<file path="src/rtl/alarm_irq_pkg.sv">
package alarm_irq_pkg;
    localparam int FLAG_W  = 8;
    localparam int BIT_IRQ = 7;
    localparam int BIT_PER = 6;
    localparam int BIT_ALM = 5;
    localparam int BIT_UPD = 4;
    localparam int NUM_SRC = 3;

    typedef struct packed {
        logic per;
        logic alm;
        logic upd;
    } evt_t;
endpackage

</file>
<file path="src/rtl/alarm_field_cmp.sv">
module alarm_field_cmp #(
    parameter int FIELD_W = 8,
    parameter int WILD_W  = 2
) (
    input  logic [FIELD_W-1:0] cur,
    input  logic [FIELD_W-1:0] alm,
    output logic               match
);
    localparam logic [WILD_W-1:0] WILD_ALL = '1;

    logic wild;

    always_comb begin
        wild  = (alm[FIELD_W-1 -: WILD_W] == WILD_ALL);
        match = wild | (cur == alm);
    end
endmodule

</file>
<file path="src/rtl/alarm_match_unit.sv">
module alarm_match_unit #(
    parameter int FIELD_W    = 8,
    parameter int NUM_FIELDS = 3
) (
    input  logic [NUM_FIELDS*FIELD_W-1:0] cur_flat,
    input  logic [NUM_FIELDS*FIELD_W-1:0] alm_flat,
    output logic                          all_match
);
    logic [NUM_FIELDS-1:0] fld_match;

    for (genvar g = 0; g < NUM_FIELDS; g++) begin : g_field
        alarm_field_cmp #(
            .FIELD_W(FIELD_W),
            .WILD_W (2)
        ) i_cmp (
            .cur  (cur_flat[g*FIELD_W +: FIELD_W]),
            .alm  (alm_flat[g*FIELD_W +: FIELD_W]),
            .match(fld_match[g])
        );
    end

    assign all_match = &fld_match;
endmodule

</file>
<file path="src/rtl/alarm_irq_flags.sv">
module alarm_irq_flags
    import alarm_irq_pkg::*;
(
    input  logic clk,
    input  logic rst_n,
    input  evt_t evt,
    input  evt_t en,
    input  logic rd_clr,
    output evt_t held,
    output logic irq_sum
);
    evt_t held_q;

    always_ff @(posedge clk) begin
        if (!rst_n) begin
            held_q <= '0;
        end else if (rd_clr) begin
            held_q <= evt;
        end else begin
            held_q <= held_q | evt;
        end
    end

    always_comb begin
        held    = held_q;
        irq_sum = |(held_q & en);
    end
endmodule

</file>
<file path="src/rtl/alarm_irq_unit.sv">
module alarm_irq_unit
    import alarm_irq_pkg::*;
#(
    parameter int FIELD_W = 8
) (
    input  logic               clk,
    input  logic               rst_n,
    input  logic [FIELD_W-1:0] cur_sec,
    input  logic [FIELD_W-1:0] cur_min,
    input  logic [FIELD_W-1:0] cur_hr,
    input  logic [FIELD_W-1:0] alm_sec,
    input  logic [FIELD_W-1:0] alm_min,
    input  logic [FIELD_W-1:0] alm_hr,
    input  logic [2:0]         irq_en,
    input  logic               periodic_evt,
    input  logic               update_evt,
    input  logic               flag_rd,
    output logic [7:0]         flags_o,
    output logic               irq_o
);
    localparam int NUM_FIELDS = 3;

    logic all_match;
    evt_t evt;
    evt_t en;
    evt_t held;
    logic irq_sum;

    alarm_match_unit #(
        .FIELD_W   (FIELD_W),
        .NUM_FIELDS(NUM_FIELDS)
    ) i_match (
        .cur_flat (  {cur_hr, cur_min, cur_sec}),
        .alm_flat (  {alm_hr, alm_min, alm_sec}),
        .all_match(all_match)
    );

    always_comb begin
        evt.per = periodic_evt;
        evt.alm = update_evt & all_match;
        evt.upd = update_evt;
        en.per  = irq_en[2];
        en.alm  = irq_en[1];
        en.upd  = irq_en[0];
    end

    alarm_irq_flags i_flags (
        .clk    (clk),
        .rst_n  (rst_n),
        .evt    (evt),
        .en     (en),
        .rd_clr (flag_rd),
        .held   (held),
        .irq_sum(irq_sum)
    );

    always_comb begin
        flags_o          = '0;
        flags_o[BIT_IRQ] = irq_sum;
        flags_o[BIT_PER] = held.per;
        flags_o[BIT_ALM] = held.alm;
        flags_o[BIT_UPD] = held.upd;
        irq_o            = irq_sum;
    end
endmodule

</file>
<file path="config.mk">
export PLATFORM = sky130hd
export DESIGN_NAME = alarm_irq_unit
export DESIGN_NICKNAME = d
export VERILOG_FILES = /design/src/rtl/alarm_irq_pkg.sv /design/src/rtl/alarm_field_cmp.sv /design/src/rtl/alarm_match_unit.sv /design/src/rtl/alarm_irq_flags.sv /design/src/rtl/alarm_irq_unit.sv
export SDC_FILE = /design/constraint.sdc
export NUM_CORES = 1
export LEC_CHECK = 0
export ABC_AREA = 1
export BUFFER_PORTS_ARGS = -buffer_cell sky130_fd_sc_hd__buf_4
export CORE_MARGIN = 2
export CORE_UTILIZATION = 33
export DETAILED_ROUTE_END_ITERATION = 10
export PLACE_DENSITY = 0.78
export REMOVE_ABC_BUFFERS = 1
export SYNTH_ARGS = -nofsm -noshare
export SYNTH_HDL_FRONTEND = slang
export SYNTH_SLANG_ARGS = --single-unit
export TNS_END_PERCENT = 30
</file>
<file path="constraint.sdc">
create_clock -name clk -period 0.8 [get_ports clk]
set_input_delay 0 -clock clk [delete_from_list [all_inputs] [get_ports clk]]
set_output_delay 0 -clock clk [all_outputs]
set_load 0.1 [all_outputs]
</file>
---- Word-level counts from Yosys, hierarchy flattened ----
Cells that the tools add are included.
storage, ports and cells
  output and inout port bits .............. 9
  bits of input ports ..................... 56
  register bits ........................... 3
  word-level logic and storage cells ...... 18
cells by class
  eq/ne operators ......................... 6
  multiplexer cells ....................... 1
  reduce and logical (&&, ||, !) cells .... 2
  bitwise operators ....................... 6
operator list
  cell                count
  $eq 8x8->1          3
  $eq 2x2->1 const B  3
  $and 3x3->3         1
  $mux 3              1
  $or 1x1->1          3
  $or 3x3->3          1
  $reduce_and 3->1    1
  $reduce_or 3->1     1
  $and 1x1->1         1

---- Longest topological paths before layout ----
Gate-level depths: netlist of run 1.
  depth in word-level cells ............... 6
  depth in mapped cells ................... 11
  mapped depth without buffers ............ 11

---- Hierarchy ----
A second synthesis of run 1 with hierarchy kept.
second synthesis, totals
  cell total of the unflattened synthesis .. 128
  area, all modules ....................... 615.6 um^2
by module, submodules not included
  module            times used  cells each  area an instance (um^2)  sequential area each (um^2)
  alarm_field_cmp   3           33          143.9                    0.0
  alarm_irq_flags   1           18          121.4                    60.1
  alarm_irq_unit    1           8           48.8                     0.0
  alarm_match_unit  1           3           13.8                     0.0

---- Worst setup path after synthesis of run 1 ----
No wires, ideal clock.
  kind .................................... reg2out
  start ................................... register i_flags.held_q, in the netlist i_flags.held[1]
  end ..................................... output flags_o[7]
  data required time ...................... 800 ps
  buffers on the path ..................... 1
  setup slack ............................. -1489 ps
  data arrival time ....................... 2289 ps
  cell stages (with the launch flop) ...... 4
  cell sequence ........................... dfxtp_1 -> nand2_1 -> nand3_1 -> buf_4
on the way
  cells in the longest elaborated chain, start to end .. 2
RTL lines
  item                    line                   text
  from (decl)             alarm_irq_flags.sv:12  evt_t held_q;
  from (signal assigned)  alarm_irq_flags.sv:18  held_q <= evt;
  from (signal assigned)  alarm_irq_flags.sv:20  held_q <= held_q | evt;
  $and 3x3->3             alarm_irq_flags.sv:26  irq_sum = |(held_q & en);
  $reduce_or 3->1         alarm_irq_flags.sv:26
  to (decl)               alarm_irq_unit.sv:18   output logic [7:0] flags_o,
Every way passes these cells.

---- Worst setup path after layout of run 1 ----
Ends and elaborated chain as after synthesis.

==> impl_metrics.ini, run 1 <==
[route]
post_drt_via_cell_ratio = 4.36
via_count = 864
initialDrtViolationCount = 4
drt_wirelength_mm = 1.74
postRouteAntennaNets = 0
drt_pre_antenna_iters = 4
drt_drc_violations_left = 0
wl_per_cell_um = 8.79

[power]
leakage_uw = 0.000682
ir_worst_vdd_v = 0.000580
power.density_mw_per_mm2 = 988
totalPowerFinal_uw = 1120

[setup_path]
path_class = flip-flop to primary output
timing.critical_path.fanout_max = 3
arrival_ps = 950
timing.critical_path.from_type = flip-flop
startpoint = i_flags.held[1]
endpoint_kind = primary output
reg2reg_from = i_flags.held[1]
worstPathRequired_ps = 800

[run_status]
violations = negative setup slack
run_status = complete, but fails checks

[sta]
drv_slew = 0
timing.clock.skew_ps = 0
max_clock_freq_ghz = 1.06
period_share_pct = 118
final_hold_viol_count = 0
setup_slack_ps = -146
timing.final.crit_period_ps = 946
finalSetupViolations = 5
setup_repair_after_global_routing_missed_its_margin = yes

[global_route]
grt_antenna_before_repair = 0
via_count_of_the_first_global_routing_pass = 804
first_pass_grt_wire_length_mm = 2.76
overflow = 0
pin_count_of_the_biggest_net_entering_global_routing = 4
groute.usage.overall_pct = 17.6

[synthesis]
synth_top_cell_by_area = sky130_fd_sc_hd__nand2_1
netlist-cell-type-count = 11
synth_top_cells_by_area = sky130_fd_sc_hd__nand2_1 (35%), sky130_fd_sc_hd__xnor2_1 (21%), sky130_fd_sc_hd__inv_1 (15%)
synth.yosys.seq_area_share_pct = 10.3
yosys_register_bits = 3
yosysMostFrequentCell = sky130_fd_sc_hd__nand2_1
postSynth.topFlopCell = sky130_fd_sc_hd__dfxtp_1
mappedNetlistArea_sq_um = 586
synth_edf_count = 0
synthesis_warnings = 0
syn_avg_cell_area_sq_um = 5.00
synth_async_sr_flop_share_pct = 0
yosysTopAreaCellShare_pct = 35.3
synth.top_cells.by_count = sky130_fd_sc_hd__nand2_1 (55), sky130_fd_sc_hd__inv_1 (23), sky130_fd_sc_hd__xnor2_1 (14)
syn_inst = 117

[finish]
total_area_of_multi_input_combinational_cells_sq_um = 430
largest_reg_flops = 3
fillerInstances = 166
drive_above_1_share_pct = 39.2
seq_area_sq_um = 63.8
design.final.nets = 238
post-route-util_pct = 67.0
areaGrowthSynthToFinish_pct = 93.2
antennaDiodeCount = 0
layout.cell_area.non_filler_sq_mm = 0.00113

[die]
top_level_ports = 65
die-height_um = 46.1
fp.dieW_um = 46.1
num_rows = 15
floorplan.initialDensity_pct = 34.7
core_area_sq_mm = 0.00169
fp.dieArea_sq_mm = 0.00213

[clocking]
clock_tree.htree_level_count = 1
post-cts-setup-buffers = 0
numCtsBuffers = 3
clock_tree_from_tritoncts = done
clk-insertion-delay-late_ps = 240
cts.sinks = 3
clock_tree.buffer_depth = 2
clk_root_buffer_cell = sky130_fd_sc_hd__clkbuf_4
clkTransAtPathRegs_ps = 40

[job]
number_of_max_cap_violations = 0

[place]
detailedPlacementHpwl_mm = 1.44
placedInstanceArea_sq_mm = 0.00103
port_buffers = 60
finalWeightedCongestion = 0.599

[hold_path]
timing.hold.worst.start = rst_n
min_path_type = input pin to flip-flop
==> layout by cell type, fill, tap and decap left out <==
cell type                       netlist  final
sky130_fd_sc_hd__dfxtp_2              0      3
sky130_fd_sc_hd__a21oi_1              2      2
sky130_fd_sc_hd__conb_1               1      4
sky130_fd_sc_hd__dlygate4sd3_1        0      2
sky130_fd_sc_hd__xnor2_1             14     14
sky130_fd_sc_hd__buf_12               0      2
sky130_fd_sc_hd__buf_6                0      2
sky130_fd_sc_hd__buf_4                5     56
sky130_fd_sc_hd__nand2_1             55     53
sky130_fd_sc_hd__clkbuf_1             0      1
sky130_fd_sc_hd__clkbuf_4             0      3
sky130_fd_sc_hd__nand3_4              0      1
sky130_fd_sc_hd__inv_1               23     23
sky130_fd_sc_hd__nor2_1              11     11
sky130_fd_sc_hd__nor2_2               1      1
sky130_fd_sc_hd__nand2_2              1      3
==> cell type report <==
cell class,instances,area share (%)
Sequential cell,3,5.64
Multi-Input combinational cell,89,38.1
Timing Repair Buffer,62,44.5
Tap cell,17,1.88
Inverter,23,7.63
Clock buffer,4,2.32
==> critical path, cell delays in order (launching register included) <==
cell                      delay, ps
sky130_fd_sc_hd__dfxtp_2        340
sky130_fd_sc_hd__nand2_1         90
sky130_fd_sc_hd__nand3_4        100
sky130_fd_sc_hd__buf_12         180
==> metal layers <==
layer / up-vias / track usage [%] / wire length (um)
met5: - / 0 / 0
li1: 448 / - / -
met2: 43 / 38.1 / 1030
met3: 2 / 2.75 / 160
met1: 371 / 15.2 / 535
met4: 0 / 6.86 / 10
==> power by group <==
group          internal, uW  total [uW]  switching (uW)
logic                   318         681             363
clock network           187         270            82.7
registers               159         167            7.94
==> per-stage QoR <==
step | std cells | hold slack, ps | setup WS [ps] | TNS [ps]
final | 198 | 15.8 | -146 | -386
after global routing | 198 | 39.6 | -171 | -488
after CTS | 198 | 13.8 | -137 | -420
after detailed placement | 192 | 225 | -77.4 | -77.4
after global placement | 192 | 209 | -33.1 | -33.1
after floorplan | 115 | 117 | -1730 | -5290
==> cell families after synthesis <==
| group | synth area share, % |
|---|---|
| AOI/OAI and AO/OA | 1.71 |
| DFF | 10.3 |
| buffers and inverters | 21.2 |
| other | 0.640 |
| and+or+nand+nor | 45.3 |
| xor gates and xnor gates | 20.9 |
==> repair_timing <==
item	in CTS	in global routing
gates resized for setup	14	1
pin swaps	1	2
endpoints found under the setup margin	5	6
endpoints found under the hold margin	2	0
hold buffers	2	0
==> path summary, 6_finish.rpt <==
path	endpoint	slack, ps	cells after the start
hold / removal	i_flags.held[0]	20	3
setup reg to reg	i_flags.held[1]	150	4
hold reg to reg	i_flags.held[0]	530	2
setup / recovery	flags_o[7]	-150	3
Note: power is estimated with default switching activity, not from simulation.
==> run 2, diff against run 1 <==
--- a/config.mk
+++ b/config.mk
@@ -5,12 +5,11 @@
 export SDC_FILE = /design/constraint.sdc
 export NUM_CORES = 1
 export LEC_CHECK = 0
-export ABC_AREA = 1
 export BUFFER_PORTS_ARGS = -buffer_cell sky130_fd_sc_hd__buf_4
 export CORE_MARGIN = 2
-export CORE_UTILIZATION = 33
+export CORE_UTILIZATION = 28
 export DETAILED_ROUTE_END_ITERATION = 10
-export PLACE_DENSITY = 0.78
+export PLACE_DENSITY = 0.77
 export REMOVE_ABC_BUFFERS = 1
 export SYNTH_ARGS = -nofsm -noshare
 export SYNTH_HDL_FRONTEND = slang
==> run 2 against run 1 <==
Against the previous run:
- the flow still finishes with violations (negative setup slack)
- first-iteration DRC count grew 25%
- power down 2.5%
- combinational power is 4.3% lower
- worst hold slack better by 59 ps
- wire length shrank 6.1%
- sequential share of layout area grew 0.49 points
- die area decreased by 12%
- critical path depth unchanged
- clock skew stayed put
- final area decreased by 8.0%
- maximum frequency is 24% lower
- via count decreased by 27%
- critical path type unchanged
- highest routed layer is now met3
==> impl_metrics.ini, run 2 <==
[run_status]
run_status = complete, but fails checks
violations = negative setup slack

[power]
leakage_uw = 0.000512
ir_worst_vdd_v = 0.000491
power.density_mw_per_mm2 = 1050

[global_route]
grt_antenna_before_repair = 0
via_count_of_the_first_global_routing_pass = 679
groute.usage.overall_pct = 18.2
pin_count_of_the_biggest_net_entering_global_routing = 5
first_pass_grt_wire_length_mm = 2.59
overflow = 0

[sta]
setup_slack_ps = -448
total_negative_slack_ps = -1070
timing.clock.skew_ps = 0
timing.final.crit_period_ps = 1250
final_hold_viol_count = 0
period_share_pct = 156
max_clock_freq_ghz = 0.801
setup_repair_after_global_routing_missed_its_margin = yes
drv_slew = 0
finalSetupViolations = 7

[die]
core_area_sq_mm = 0.00147
top_level_ports = 65
die-height_um = 43.4
floorplan.initialDensity_pct = 29.5
fp.dieArea_sq_mm = 0.00188
num_rows = 14
fp.dieW_um = 43.4

[synthesis]
mappedNetlistArea_sq_um = 434
yosysTopAreaCellShare_pct = 32.3
syn_avg_cell_area_sq_um = 8.35
syn_inst = 52
synth_top_cells_by_area = sky130_fd_sc_hd__xor2_1 (32%), sky130_fd_sc_hd__xnor2_1 (16%), sky130_fd_sc_hd__dfxtp_1 (14%)
synthesis_warnings = 0
yosysMostFrequentCell = sky130_fd_sc_hd__xor2_1
yosys_register_bits = 3
synth_async_sr_flop_share_pct = 0
synth.yosys.seq_area_share_pct = 13.8
netlist-cell-type-count = 17
synth.top_cells.by_count = sky130_fd_sc_hd__xor2_1 (16), sky130_fd_sc_hd__xnor2_1 (8), sky130_fd_sc_hd__buf_4 (5)
synth_top_cell_by_area = sky130_fd_sc_hd__xor2_1
synth_edf_count = 0
postSynth.topFlopCell = sky130_fd_sc_hd__dfxtp_1

[finish]
largest_reg_flops = 3
areaGrowthSynthToFinish_pct = 140
most_frequent_standard_cell_in_the_layout_excluding_fill_and_tap_cells = sky130_fd_sc_hd__buf_4
antennaDiodeCount = 0
post-route-util_pct = 70.7
drive_above_1_share_pct = 59.8
layout.cell_area.non_filler_sq_mm = 0.00104
design.final.nets = 179
final_cell_mix = sky130_fd_sc_hd__buf_4 (58), sky130_fd_sc_hd__xor2_1 (16), sky130_fd_sc_hd__xnor2_1 (8), sky130_fd_sc_hd__conb_1 (4), sky130_fd_sc_hd__buf_6 (4)

[route]
wl_per_cell_um = 11.8
drt_pre_antenna_iters = 4
drt_wirelength_mm = 1.63
post_drt_via_cell_ratio = 4.58
initialDrtViolationCount = 5
postRouteAntennaNets = 0
via_count = 632
drt_drc_violations_left = 0

[setup_path]
crit-reg2reg-capture = i_flags.held[0]
worstPathRequired_ps = 800
arrival_ps = 1250
timing.critical_path.from_type = flip-flop
timing.critical_path.to = flags_o[7]
reg2reg_depth = 3
endpoint_kind = primary output
path_class = flip-flop to primary output
rrSetupSlack_ps = -40
startpoint = i_flags.held[0]
timing.critical_path.fanout_max = 2
reg2reg_from = i_flags.held[0]

[clocking]
numCtsBuffers = 3
clock_tree.htree_level_count = 1
clk_root_buffer_cell = sky130_fd_sc_hd__clkbuf_4
cts.sinks = 3
clock_tree_from_tritoncts = done
clock_tree.buffer_depth = 2
post-cts-setup-buffers = 0
clk-insertion-delay-late_ps = 240
clkTransAtPathRegs_ps = 40

[place]
port_buffers = 60
detailedPlacementHpwl_mm = 1.29
placedInstanceArea_sq_um = 916
finalWeightedCongestion = 0.703

[hold_path]
min_path_type = input pin to flip-flop

[job]
number_of_max_cap_violations = 0
## run 2: cell count changes after synthesis, moves of 2 or more
cell	change
sky130_fd_sc_hd__o21a_1	+2
sky130_fd_sc_hd__nand2_1	-54
sky130_fd_sc_hd__a21oi_1	-2
sky130_fd_sc_hd__a22oi_1	+2
sky130_fd_sc_hd__nand4_1	+2
sky130_fd_sc_hd__nor2b_1	+2
sky130_fd_sc_hd__xor2_1	+16
sky130_fd_sc_hd__xnor2_1	-6
sky130_fd_sc_hd__inv_1	-22
sky130_fd_sc_hd__nor2_1	-11
sky130_fd_sc_hd__nor4_1	+4
## run 2: layer usage
metal / vias up / routed length, um / GRT usage, % / part of all wire, %
met5: - / 0 / 0 / 0
met4: 0 / 0 / 6.67 / 0
met3: 0 / 123 / 2.92 / 7.5
met2: 36 / 1070 / 40.6 / 66
met1: 284 / 438 / 14.8 / 27
li1: 312 / - / - / -
## run 2: worst min-delay path by stage
stage	start	to	slack, ps	cells past startpoint
after floorplan	rst_n	i_flags.held[0]	120	1
after global placement	periodic_evt	i_flags.held[2]	210	2
after detailed placement	periodic_evt	i_flags.held[2]	210	2
after CTS	flag_rd	i_flags.held[1]	60	3
after global routing	flag_rd	i_flags.held[1]	80	3
final	flag_rd	i_flags.held[1]	70	3
## run 2: stage by stage
step	std cells	total power (uW)	hold WS, ps	worst slack [ps]
3_3_place_gp	131	749	214	-204
2_1_floorplan	50	472	118	-1590
6_report	138	1090	74.3	-448
4_1_cts	138	1080	64.0	-390
5_1_grt	138	1150	82.6	-476
3_5_place_dp	131	759	213	-220
## run 2: logic make-up after synthesis
family / after synthesis / synth area share [%]
compound gates: 7 / 12.1
xor+xnor: 24 / 48.4
buf+inv: 6 / 9.51
flops: 3 / 13.8
other cells: 1 / 0.864
simple gates: 11 / 15.3
## run 2: repair_timing
action                     4_1_cts  5_1_grt
setup endpoints to repair        7        8
hold endpoints to repair         2        0
hold buffers                     3        0
pin swaps                        0        0
resized for setup               13        5
## run 2: worst max-delay path, stage by stage (launching register included)
cell and delay (ps):
sky130_fd_sc_hd__dfxtp_2 320, sky130_fd_sc_hd__a222oi_1 350, sky130_fd_sc_hd__inv_1 140, sky130_fd_sc_hd__buf_6 210
## run 2: layout make-up
class,count,area [sq um]
Clock buffer,4,26.3
Fill cell,126,430
Inverter,1,3.75
Multi-Input combinational cell,46,357
Sequential cell,3,63.8
Tap cell,16,20.0
Timing Repair Buffer,68,571
## run 2: report_power, final
group / total, uW / switching (uW) / internal, uW
combinational: 652 / 334 / 318
clock: 274 / 86.5 / 187
sequential: 163 / 4.75 / 159
